===== config.mk =====
export PLATFORM = sky130hd
export DESIGN_NAME = mbp_port
export DESIGN_NICKNAME = d
export VERILOG_FILES = /design/src/rtl/mbp_pkg.sv /design/src/rtl/mbp_decode.sv /design/src/rtl/mbp_tx.sv /design/src/rtl/mbp_rx.sv /design/src/rtl/mbp_port.sv
export SDC_FILE = /design/constraint.sdc
export NUM_CORES = 1
export LEC_CHECK = 0
export BUFFER_PORTS_ARGS = -buffer_cell sky130_fd_sc_hd__buf_4
export CAP_MARGIN = 20
export CORE_MARGIN = 8
export CORE_UTILIZATION = 30
export DETAILED_ROUTE_END_ITERATION = 10
export RECOVER_POWER = 25
export SLEW_MARGIN = 40
export SYNTH_ARGS = -nofsm -noshare
export SYNTH_HDL_FRONTEND = slang
export SYNTH_SLANG_ARGS = --single-unit

===== constraint.sdc =====
create_clock -name clk -period 2.17 [get_ports clk]
set_input_delay 0.3255 -clock clk [delete_from_list [all_inputs] [get_ports clk]]
set_output_delay 0.3255 -clock clk [all_outputs]
set_load 0.005 [all_outputs]

===== src/rtl/mbp_pkg.sv =====
`timescale 1ns/1ps
package mbp_pkg;

    // Bit positions inside the status register.
    localparam int ST_BUSY = 0;
    localparam int ST_RXV  = 1;
    localparam int ST_OVR  = 2;
    localparam int ST_IETX = 4;
    localparam int ST_IERX = 5;
    localparam int ST_BITS = 8;

    // Decoded access strobes for one bus cycle.
    typedef struct packed {
        logic wr_tx;
        logic wr_stat;
        logic rd_rx;
        logic sel_tx;
        logic sel_rx;
        logic sel_stat;
    } mbp_sel_t;

    // Architectural status, kept as a struct.
    typedef struct packed {
        logic busy;
        logic rx_full;
        logic ovr;
        logic ie_tx;
        logic ie_rx;
    } mbp_state_t;

    function automatic logic [ST_BITS-1:0] pack_status(input mbp_state_t s);
        logic [ST_BITS-1:0] v;
        v          = '0;
        v[ST_BUSY] = s.busy;
        v[ST_RXV]  = s.rx_full;
        v[ST_OVR]  = s.ovr;
        v[ST_IETX] = s.ie_tx;
        v[ST_IERX] = s.ie_rx;
        return v;
    endfunction

endpackage


===== src/rtl/mbp_decode.sv =====
`timescale 1ns/1ps
module mbp_decode
    import mbp_pkg::*;
#(
    parameter int ADDR_W       = 8,
    parameter int BASE_ADDR    = 96,
    parameter bit ENFORCE_PRIV = 1'b1
) (
    input  logic [ADDR_W-1:0] addr,
    input  logic              wr,
    input  logic              rd,
    input  logic              kernel,
    output mbp_sel_t          sel
);
    localparam logic [ADDR_W-1:0] A_TX   = ADDR_W'(BASE_ADDR);
    localparam logic [ADDR_W-1:0] A_RX   = ADDR_W'(BASE_ADDR + 1);
    localparam logic [ADDR_W-1:0] A_STAT = ADDR_W'(BASE_ADDR + 2);

    logic allowed;

    generate
        if (ENFORCE_PRIV) begin : g_priv
            assign allowed = kernel;
        end else begin : g_open
            logic unused_kernel;
            assign unused_kernel = kernel;
            assign allowed = 1'b1;
        end
    endgenerate

    always_comb begin
        sel          = '0;
        sel.wr_tx    = allowed && wr && (addr == A_TX);
        sel.wr_stat  = allowed && wr && (addr == A_STAT);
        sel.rd_rx    = allowed && rd && (addr == A_RX);
        sel.sel_tx   = allowed && rd && (addr == A_TX);
        sel.sel_rx   = sel.rd_rx;
        sel.sel_stat = allowed && rd && (addr == A_STAT);
    end
endmodule


===== src/rtl/mbp_tx.sv =====
`timescale 1ns/1ps
module mbp_tx #(
    parameter int DATA_W = 8
) (
    input  logic              clk,
    input  logic              rst,
    input  logic              load,
    input  logic [DATA_W-1:0] load_data,
    input  logic              start,
    input  logic              link_ready,
    output logic              busy,
    output logic [DATA_W-1:0] data
);
    always_ff @(posedge clk) begin
        if (rst) begin
            busy <= 1'b0;
            data <= '0;
        end else begin
            if (load && !busy)
                data <= load_data;
            if (busy && link_ready)
                busy <= 1'b0;
            else if (!busy && start)
                busy <= 1'b1;
        end
    end
endmodule


===== src/rtl/mbp_rx.sv =====
`timescale 1ns/1ps
module mbp_rx #(
    parameter int DATA_W = 8
) (
    input  logic              clk,
    input  logic              rst,
    input  logic              in_valid,
    input  logic [DATA_W-1:0] in_byte,
    input  logic              take,
    input  logic              ovr_clr,
    output logic [DATA_W-1:0] data,
    output logic              full,
    output logic              ovr
);
    logic ovr_set;
    assign ovr_set = in_valid && full && !take;

    always_ff @(posedge clk) begin
        if (rst) begin
            data <= '0;
            full <= 1'b0;
            ovr  <= 1'b0;
        end else begin
            if (in_valid) begin
                data <= in_byte;
                full <= 1'b1;
            end else if (take) begin
                full <= 1'b0;
            end
            if (ovr_set)
                ovr <= 1'b1;
            else if (ovr_clr)
                ovr <= 1'b0;
        end
    end
endmodule


===== src/rtl/mbp_port.sv =====
`timescale 1ns/1ps
module mbp_port
    import mbp_pkg::*;
#(
    parameter int ADDR_W       = 8,
    parameter int DATA_W       = 8,
    parameter int BASE_ADDR    = 96,
    parameter bit ENFORCE_PRIV = 1'b1
) (
    input  logic              clk,
    input  logic              rst,
    input  logic [ADDR_W-1:0] bus_addr,
    input  logic              bus_wr,
    input  logic              bus_rd,
    input  logic              bus_kernel,
    input  logic [DATA_W-1:0] bus_wdata,
    output logic [DATA_W-1:0] bus_rdata,
    output logic [DATA_W-1:0] tx_byte,
    output logic              tx_valid,
    input  logic              tx_ready,
    input  logic [DATA_W-1:0] rx_byte,
    input  logic              rx_valid,
    output logic              irq_tx_done,
    output logic              irq_rx_avail
);
    localparam int STAT_PAD = DATA_W - ST_BITS;

    mbp_sel_t          sel;
    mbp_state_t        st;
    logic              busy;
    logic [DATA_W-1:0] tx_q;
    logic [DATA_W-1:0] rx_q;
    logic              rx_full;
    logic              ovr;
    logic              ie_tx;
    logic              ie_rx;
    logic [ST_BITS-1:0] stat_word;

    mbp_decode #(
        .ADDR_W       (ADDR_W),
        .BASE_ADDR    (BASE_ADDR),
        .ENFORCE_PRIV (ENFORCE_PRIV)
    ) u_dec (
        .addr   (bus_addr),
        .wr     (bus_wr),
        .rd     (bus_rd),
        .kernel (bus_kernel),
        .sel    (sel)
    );

    mbp_tx #(.DATA_W(DATA_W)) u_tx (
        .clk        (clk),
        .rst        (rst),
        .load       (sel.wr_tx),
        .load_data  (bus_wdata),
        .start      (sel.wr_stat && bus_wdata[ST_BUSY]),
        .link_ready (tx_ready),
        .busy       (busy),
        .data       (tx_q)
    );

    mbp_rx #(.DATA_W(DATA_W)) u_rx (
        .clk      (clk),
        .rst      (rst),
        .in_valid (rx_valid),
        .in_byte  (rx_byte),
        .take     (sel.rd_rx),
        .ovr_clr  (sel.wr_stat && bus_wdata[ST_OVR]),
        .data     (rx_q),
        .full     (rx_full),
        .ovr      (ovr)
    );

    // Interrupt enable bits, written whole on every status store.
    always_ff @(posedge clk) begin
        if (rst) begin
            ie_tx <= 1'b0;
            ie_rx <= 1'b0;
        end else if (sel.wr_stat) begin
            ie_tx <= bus_wdata[ST_IETX];
            ie_rx <= bus_wdata[ST_IERX];
        end
    end

    always_comb begin
        st         = '0;
        st.busy    = busy;
        st.rx_full = rx_full;
        st.ovr     = ovr;
        st.ie_tx   = ie_tx;
        st.ie_rx   = ie_rx;
    end

    assign stat_word = pack_status(st);

    generate
        if (STAT_PAD > 0) begin : g_pad
            always_comb begin
                bus_rdata = '0;
                if (sel.sel_tx)   bus_rdata = tx_q;
                if (sel.sel_rx)   bus_rdata = rx_q;
                if (sel.sel_stat) bus_rdata = {{STAT_PAD{1'b0}}, stat_word};
            end
        end else begin : g_nopad
            always_comb begin
                bus_rdata = '0;
                if (sel.sel_tx)   bus_rdata = tx_q;
                if (sel.sel_rx)   bus_rdata = rx_q;
                if (sel.sel_stat) bus_rdata = stat_word;
            end
        end
    endgenerate

    assign tx_byte      = tx_q;
    assign tx_valid     = busy;
    assign irq_tx_done  = ie_tx && !busy;
    assign irq_rx_avail = ie_rx && rx_full;
endmodule


Word-level counts from Yosys, hierarchy flattened. Index checks and enable logic that the tools add are counted.

Bits in registers: 21. Output and inout bits: 19. Logic and storage cells: 38.

Equal/unequal tests: 3. Multiplexer cells: 7. Reductions and logical operators: 21.

Operators by type and width (number): $eq A8 B7 Y1 const B (3); $mux W8 (3); $logic_and A1 B1 Y1 (16); $mux W1 (4); $reduce_bool A2 Y1 (2); $logic_not A1 Y1 (2); $reduce_or A2 Y1 (1).

Longest topological paths before layout. Gate-level depths: netlist of run 1.

Depth after elaboration: 5. Depth in mapped cells: 5. Mapped depth without buffers: 3.

By module. A second synthesis of run 1 with hierarchy kept.

Cell total of the unflattened synthesis: 127. Area total of the unflattened synthesis: 1158.6 um^2.

By module, submodules not included: mbp_tx (times used 1, cells each 39, area each 415.4 um^2, seq. area each 180.2 um^2); mbp_rx (times used 1, cells each 33, area each 362.8 um^2, seq. area each 200.2 um^2); mbp_port (times used 1, cells each 42, area each 285.3 um^2, seq. area each 40.0 um^2); mbp_decode (times used 1, cells each 13, area each 95.1 um^2, seq. area each 0.0 um^2).

Worst setup path after synthesis of run 1. Ideal clock, no wire load.

Path kind: in2out. Start: input port bus_addr[0]. End: output port bus_rdata[0]. Arrival time: 1.190 ns. Required time: 1.845 ns. Slack: 0.655 ns. Stages: 4. Path buffers: 1. Path through: buf_6 -> nor4b_4 -> nand4_1 -> o22ai_1.

Longest elaborated chain between the ends: 5. Elaborated cells between the ends (all ways): 9.

RTL lines: start, declared (RTL line mbp_port.sv:12) `input logic [ADDR_W-1:0] bus_addr,`; $eq A8 B7 Y1 (RTL line mbp_decode.sv:36) `sel.sel_tx = allowed && rd && (addr == A_TX);`; $logic_and A1 B1 Y1 (RTL line mbp_decode.sv:36); $mux W8 (RTL line mbp_port.sv:107) `if (sel.sel_tx) bus_rdata = tx_q;`; $mux W8 (RTL line mbp_port.sv:108) `if (sel.sel_rx) bus_rdata = rx_q;`; $mux W8 (*) (RTL line mbp_port.sv:109) `if (sel.sel_stat) bus_rdata = stat_word;`; end, declared (RTL line mbp_port.sv:17) `output logic [DATA_W-1:0] bus_rdata,`.

Every way passes the cells marked *; elsewhere a longest branch is shown, timed or not.

Final worst setup path of run 1.
Start: input port bus_addr[0]. End: output port bus_rdata[4].

Same word-level chain as after synthesis.

==> qor.yml, run 1 <==
htreeDepth: 1
tritoncts: "done"
die_w_um: 76.8
layout_common_cells: "48 x buf_4, 21 x dfxtp_1, 16 x mux2i_1, 14 x nor2_1, 13 x nand4_1"
yosys-top-cells-area: "dfxtp_1 38%, mux2i_1 14%, nand4_1 7.3%"
chipHeight_um: 76.8
cp.arrival_ns: 1.48
startpoint_type: "primary input"
vias_per_cell: 5.18
hold_path.class: "in2reg"
nets: 200
finalPower_w: 0.000769
first_global_vias: 1149
io_pins: 50
max_cap_viol_count: 0
place_congestion: 0.851
setup-violations-final: 0
fin_crit_ns: 1.80
ys_seq_area_share_pct: 37.9
numCtsBuffers: 3
cts_setup_buffers: 0
slew_viol_final: 0
place_ws_ns: 0.374
fillers: 365
rsz0062_at_grt: "no"
gr-total-overflow: 0
ys_ff_latch: 21
antenna_found_initial: 0
p_leak_nw: 0.644
dr.pass1.iters: 4
io_buffers: 49
path_class: "in2out"
combPwrFrac_pct: 15.1
ctsHoldBuffers: 0
fmax_mhz: 554
avgSynthCellArea_um2: 9.10
ant_nets: 0
grt_max_degree: 22
drt-initial-drc-count: 69
drive_gt1_share_pct: 34.5
antenna_cells: 0
clk_pin_slew_ns: 0.07
dr_total_vias: 1118
initial_core_util_pct: 30.8
switching_share_pct: 23.9
outcome: "complete, no violations"
maxSlewHeadroom_pct: 53.7
worstPathRequired_ns: 1.84
clock_skew_ns: 0.000655
p_int_w: 0.000585
finalWirelength_um: 3520
cts_resized: 0
clock-sinks: 21
synth_top_area_cell: "dfxtp_1"
worstPathMaxFanout: 11
cts-root-buf: "clkbuf_8"
pwr-share-clk_pct: 32.6
vdd_drop_max_mv: 0.193
finalInstanceArea_um2: 1540
period_share_pct: 83.2
synthCells: 122
final_common_cell: "buf_4"
dpl-instance-area_um2: 1500
die_area_um2: 5900
clock_path_buffers: 2
dp_hpwl_um: 2740
grt.total_usage_pct: 11.8
syn_nets: 153
core_area_um2: 3610
fp-row-count: 22
area_growth_pct: 38.8
drc: 0
clk_latency_ns: 0.25
hold_violations: 0
grt_first_pass_wirelength_um: 5740
fin_ws_ns: 0.365
seq_power_share_pct: 52.3
endpoint_kind: "output port"
p_sw_w: 0.000184
synth_top_area_share_pct: 37.9
tightest_slew_ns: 0.695
power_density_nw_per_um2: 499
post_drt_wl_per_cell_um: 16.3
yosysUniqueCellTypes: 29
syn_area_um2: 1110
ys_warn_count: 0
setup_tns_ns: 0
-- cells by family (layout without fill, tap and decap cells) --
family	count (synthesis)	in the layout	share of synthesized area, %
AO/OA/AOI/OAI	29	29	16.9
buffers and inverters	15	61	6.99
flip-flops	21	21	37.9
multiplexers	16	16	14.4
AND/OR/NAND/NOR	41	41	23.8
-- power by group through the flow --
stage               Sequential, W  Combinational [W]  Clock (W)
CTS                      0.000402           0.000117   0.000256
global route             0.000403           0.000126   0.000274
floorplan                0.000409          0.0000593          0
global placement         0.000411           0.000113          0
finish                   0.000402           0.000116   0.000251
detailed placement       0.000411           0.000117          0
-- critical path, stage by stage --
cell	delay [ns]
buf_4	0.18
nor4b_4	0.31
nand4_1	0.27
o22ai_1	0.25
buf_4	0.15
-- sequential cells by signal, summed over array words and instances (netlist names) --
register	count
u_rx.data	8
u_tx.data	8
u_tx.busy	1
u_rx.full	1
ie_rx	1
u_rx.ovr	1
ie_tx	1
-- cell usage after synthesis, drive strengths merged --
master	instances
a21oi	11
a32o	1
a41oi	1
and2	2
and4bb	1
buf	5
clkbuf	4
dfxtp	21
inv	6
mux2i	16
nand2	1
nand2b	1
nand3	1
nand4	13
nor2	14
nor2b	2
nor3b	2
nor4b	1
o21a	1
o22ai	5
o31ai	10
or3b	1
or4b	1
or4bb	1
-- stage by stage --
stage                     hold slack [ns]  util [%]  instances
after floorplan                     0.444         -        122
after global placement              0.455      41.5        212
after detailed placement            0.464      41.5        212
after CTS                           0.302      42.8        216
after global routing                0.313      42.7        216
final                               0.304      42.7        216
-- per-layer routing --
layer | wire (um) | global-route usage [%] | up-vias
li1 | - | - | 553
met1 | 1550 | 14.3 | 523
met2 | 1690 | 19.5 | 40
met3 | 242 | 2.68 | 2
met4 | 44 | 5.00 | 0
met5 | 0 | 0 | -
-- path summary, 6_finish.rpt --
path,from,endpoint,slack (ns),depth (start not counted)
worst max register to register,u_tx.busy,u_tx.data[4],0.75,3
worst min-delay path,rx_byte[0],u_rx.data[0],0.30,3
worst min register to register,ie_tx,ie_tx,0.48,2
worst max-delay path,bus_addr[0],bus_rdata[4],0.37,5
-- final cells by class --
class / instances / area, um2 / area share, %
clock inverters: 1 / 5.00 / 0.325
multi-input cells: 86 / 612 / 39.7
inverters: 6 / 22.5 / 1.46
repair buffers: 51 / 379 / 24.6
flip-flops and latches: 21 / 420 / 27.3
well taps: 48 / 60.1 / 3.90
clock buffers: 3 / 41.3 / 2.68
Power figures use the tool's default switching activity.
==> run 2, diff against run 1 <==
==> constraint.sdc (replaced) <==
create_clock -name clk -period 1.9 [get_ports clk]
set_input_delay 0.285 -clock clk [delete_from_list [all_inputs] [get_ports clk]]
set_output_delay 0.285 -clock clk [all_outputs]
set_load 0.005 [all_outputs]
==> run 2 against run 1 <==
Power up 14%. Global-route usage unchanged. Die area is the same. Largest power group unchanged. Clock skew unchanged. First-iteration DRC count is the same. Sequential share of layout area shrank 0.066 points. Critical path type unchanged. Count of clock-buffer cells in the layout unchanged. Core utilization up 0.10 points. Highest routed layer unchanged. Combinational power rose by 15%.
==> qor.yml, run 2 (synthesis gave the netlist of run 1 again) <==
fillers: 363  # -0.55%
min_to: "u_rx.data[0]"
tritoncts: "done"
worstPathRequired_ns: 1.62  # -0.22 ns
post_drt_wl_per_cell_um: 16.3  # +0.11%
endpoint_kind: "output port"
numCtsBuffers: 3  # unchanged
gr-total-overflow: 0  # unchanged
cts_setup_buffers: 0  # unchanged
critPathBufInv: 2  # unchanged
crit_family: "simple AND/OR/NAND/NOR gates"
period_share_pct: 90.7
antenna_cells: 0  # unchanged
core_area_um2: 3610  # unchanged
power_density_nw_per_um2: 569  # +14%
dp.cells: 212  # unchanged
vias_per_cell: 5.18  # unchanged
die_w_um: 76.8  # unchanged
grt_first_pass_wirelength_um: 5740  # unchanged
crit_chain: "buf_4 > nor4b_4 > nand4_1 > o22ai_1 > buf_4"
max_cap_viol_count: 0  # unchanged
cts-root-buf: "clkbuf_8"
clock-sinks: 21  # unchanged
cp_slowest_cell: "nor4b_4"
fin_ws_ns: 0.176  # -0.189 ns
fmax_mhz: 580
htreeDepth: 1  # unchanged
layout_common_cells: "49 x buf_4, 21 x dfxtp_1, 16 x mux2i_1, 14 x nor2_1, 13 x nand4_1"
cp.arrival_ns: 1.44  # -0.04 ns
dr.pass1.iters: 4  # unchanged
worstHoldStart: "rx_byte[0]"
drt-initial-drc-count: 69  # unchanged
setup-violations-final: 0  # unchanged
clock_path_buffers: 2  # unchanged
outcome: "complete, no violations"
clk_pin_slew_ns: 0.07  # about the same
place_congestion: 0.851  # unchanged
dr_total_vias: 1118  # unchanged
worstPathMaxFanout: 11  # unchanged
io_buffers: 49  # unchanged
slew_viol_final: 0  # unchanged
place_ws_ns: 0.185  # -0.189 ns
hold_path.class: "in2reg"
chipHeight_um: 76.8  # unchanged
cpMostUsedCell: "buf_4"
antenna_found_initial: 0  # unchanged
hold_depth: 3  # unchanged
die_area_um2: 5900  # unchanged
path_class: "in2out"
cp-startpoint: "bus_addr[0]"
reg2reg_to: "u_tx.data[4]"
startpoint_type: "primary input"
r2r_cells: 3  # unchanged
fp-row-count: 22  # unchanged
grt.total_usage_pct: 11.8  # unchanged
cts_resized: 0  # unchanged
clk_latency_ns: 0.25  # about the same
fin_crit_ns: 1.72
seq_area_um2: 420  # unchanged
final_common_cell: "buf_4"
r2r_setup_slack_ns: 0.48  # -0.27 ns
vdd_drop_max_mv: 0.221  # +14%
io_pins: 50  # unchanged
ant_nets: 0  # unchanged
area_growth_pct: 39.1
maxSlewHeadroom_pct: 64.1  # +10 points
initial_core_util_pct: 30.8  # unchanged
p_leak_nw: 0.648  # +0.56%
drive_gt1_share_pct: 35.1  # +0.60 points
fin_cells: 216  # unchanged
hold_violations: 0  # unchanged
slowest_delay_ns: 0.31  # about the same
grt_max_degree: 22  # unchanged
multi_input_area_um2: 612  # unchanged
biggestRegsByFlops: "u_rx.data x8, u_tx.data x8"
dp_hpwl_um: 2740  # unchanged
clock_skew_ns: 0.000655  # unchanged
tightest_slew_ns: 0.536  # -0.159 ns
setup_tns_ns: 0  # unchanged
drc: 0  # unchanged
ctsHoldBuffers: 0  # unchanged
first_global_vias: 1149  # unchanged
rsz0062_at_grt: "no"
finalWirelength_um: 3520  # +0.11%
regToRegStartpoint: "u_tx.busy"
nets: 200  # unchanged
==> run 2: changes by cell type in the layout (fill, tap and decap cells not counted) <==
cell	change
buf_4	+1
clkbuf_1	-1
==> run 2: stage by stage <==
step                      hold WS, ns  total power, W  utilization [%]  cell area [um2]
after floorplan                 0.432        0.000535                -             1110
after global placement          0.455        0.000599             41.5             1500
after detailed placement        0.464        0.000603             41.5             1500
after CTS                       0.262        0.000885             42.8             1540
after global routing            0.271        0.000919             42.8             1540
final                           0.263        0.000879             42.8             1540
==> run 2: tightest hold or removal path, cell delays in order <==
cell     delay [ns]
buf_4          0.08
mux2i_1        0.05
nor2_1         0.07
==> run 2: worst max-delay path by stage <==
stage               depth (start not counted)           end
finish                                      5  bus_rdata[4]
global route                                5  bus_rdata[0]
CTS                                         5  bus_rdata[0]
detailed placement                          5  bus_rdata[0]
global placement                            5  bus_rdata[0]
floorplan                                   4  bus_rdata[0]
==> run 2: power breakdown <==
part | total [W] | switching [W] | internal (W) | leakage (nW)
Clock | 0.000286 | 0.000141 | 0.000146 | 0.0255
Combinational | 0.000133 | 0.0000631 | 0.0000699 | 0.451
Sequential | 0.000459 | 0.00000636 | 0.000453 | 0.171
==> run 2: cell type report <==
type                       instances  share of cell area, %
clock inverter                     1                  0.324
multi-input combinational         86                   39.6
tap                               48                   3.89
sequential                        21                   27.2
timing repair buffer              51                   24.8
inverter                           6                   1.46
clock buffer                       3                   2.67
==> run 2: metal layers <==
| metal | part of all wire [%] | vias up | track usage, % |
|---|---|---|---|
| met5 | 0 | - | 0 |
| met4 | 1.2 | 0 | 5.00 |
| met3 | 6.9 | 2 | 2.68 |
| met2 | 48 | 40 | 19.5 |
| met1 | 44 | 523 | 14.3 |
| li1 | - | 553 | - |
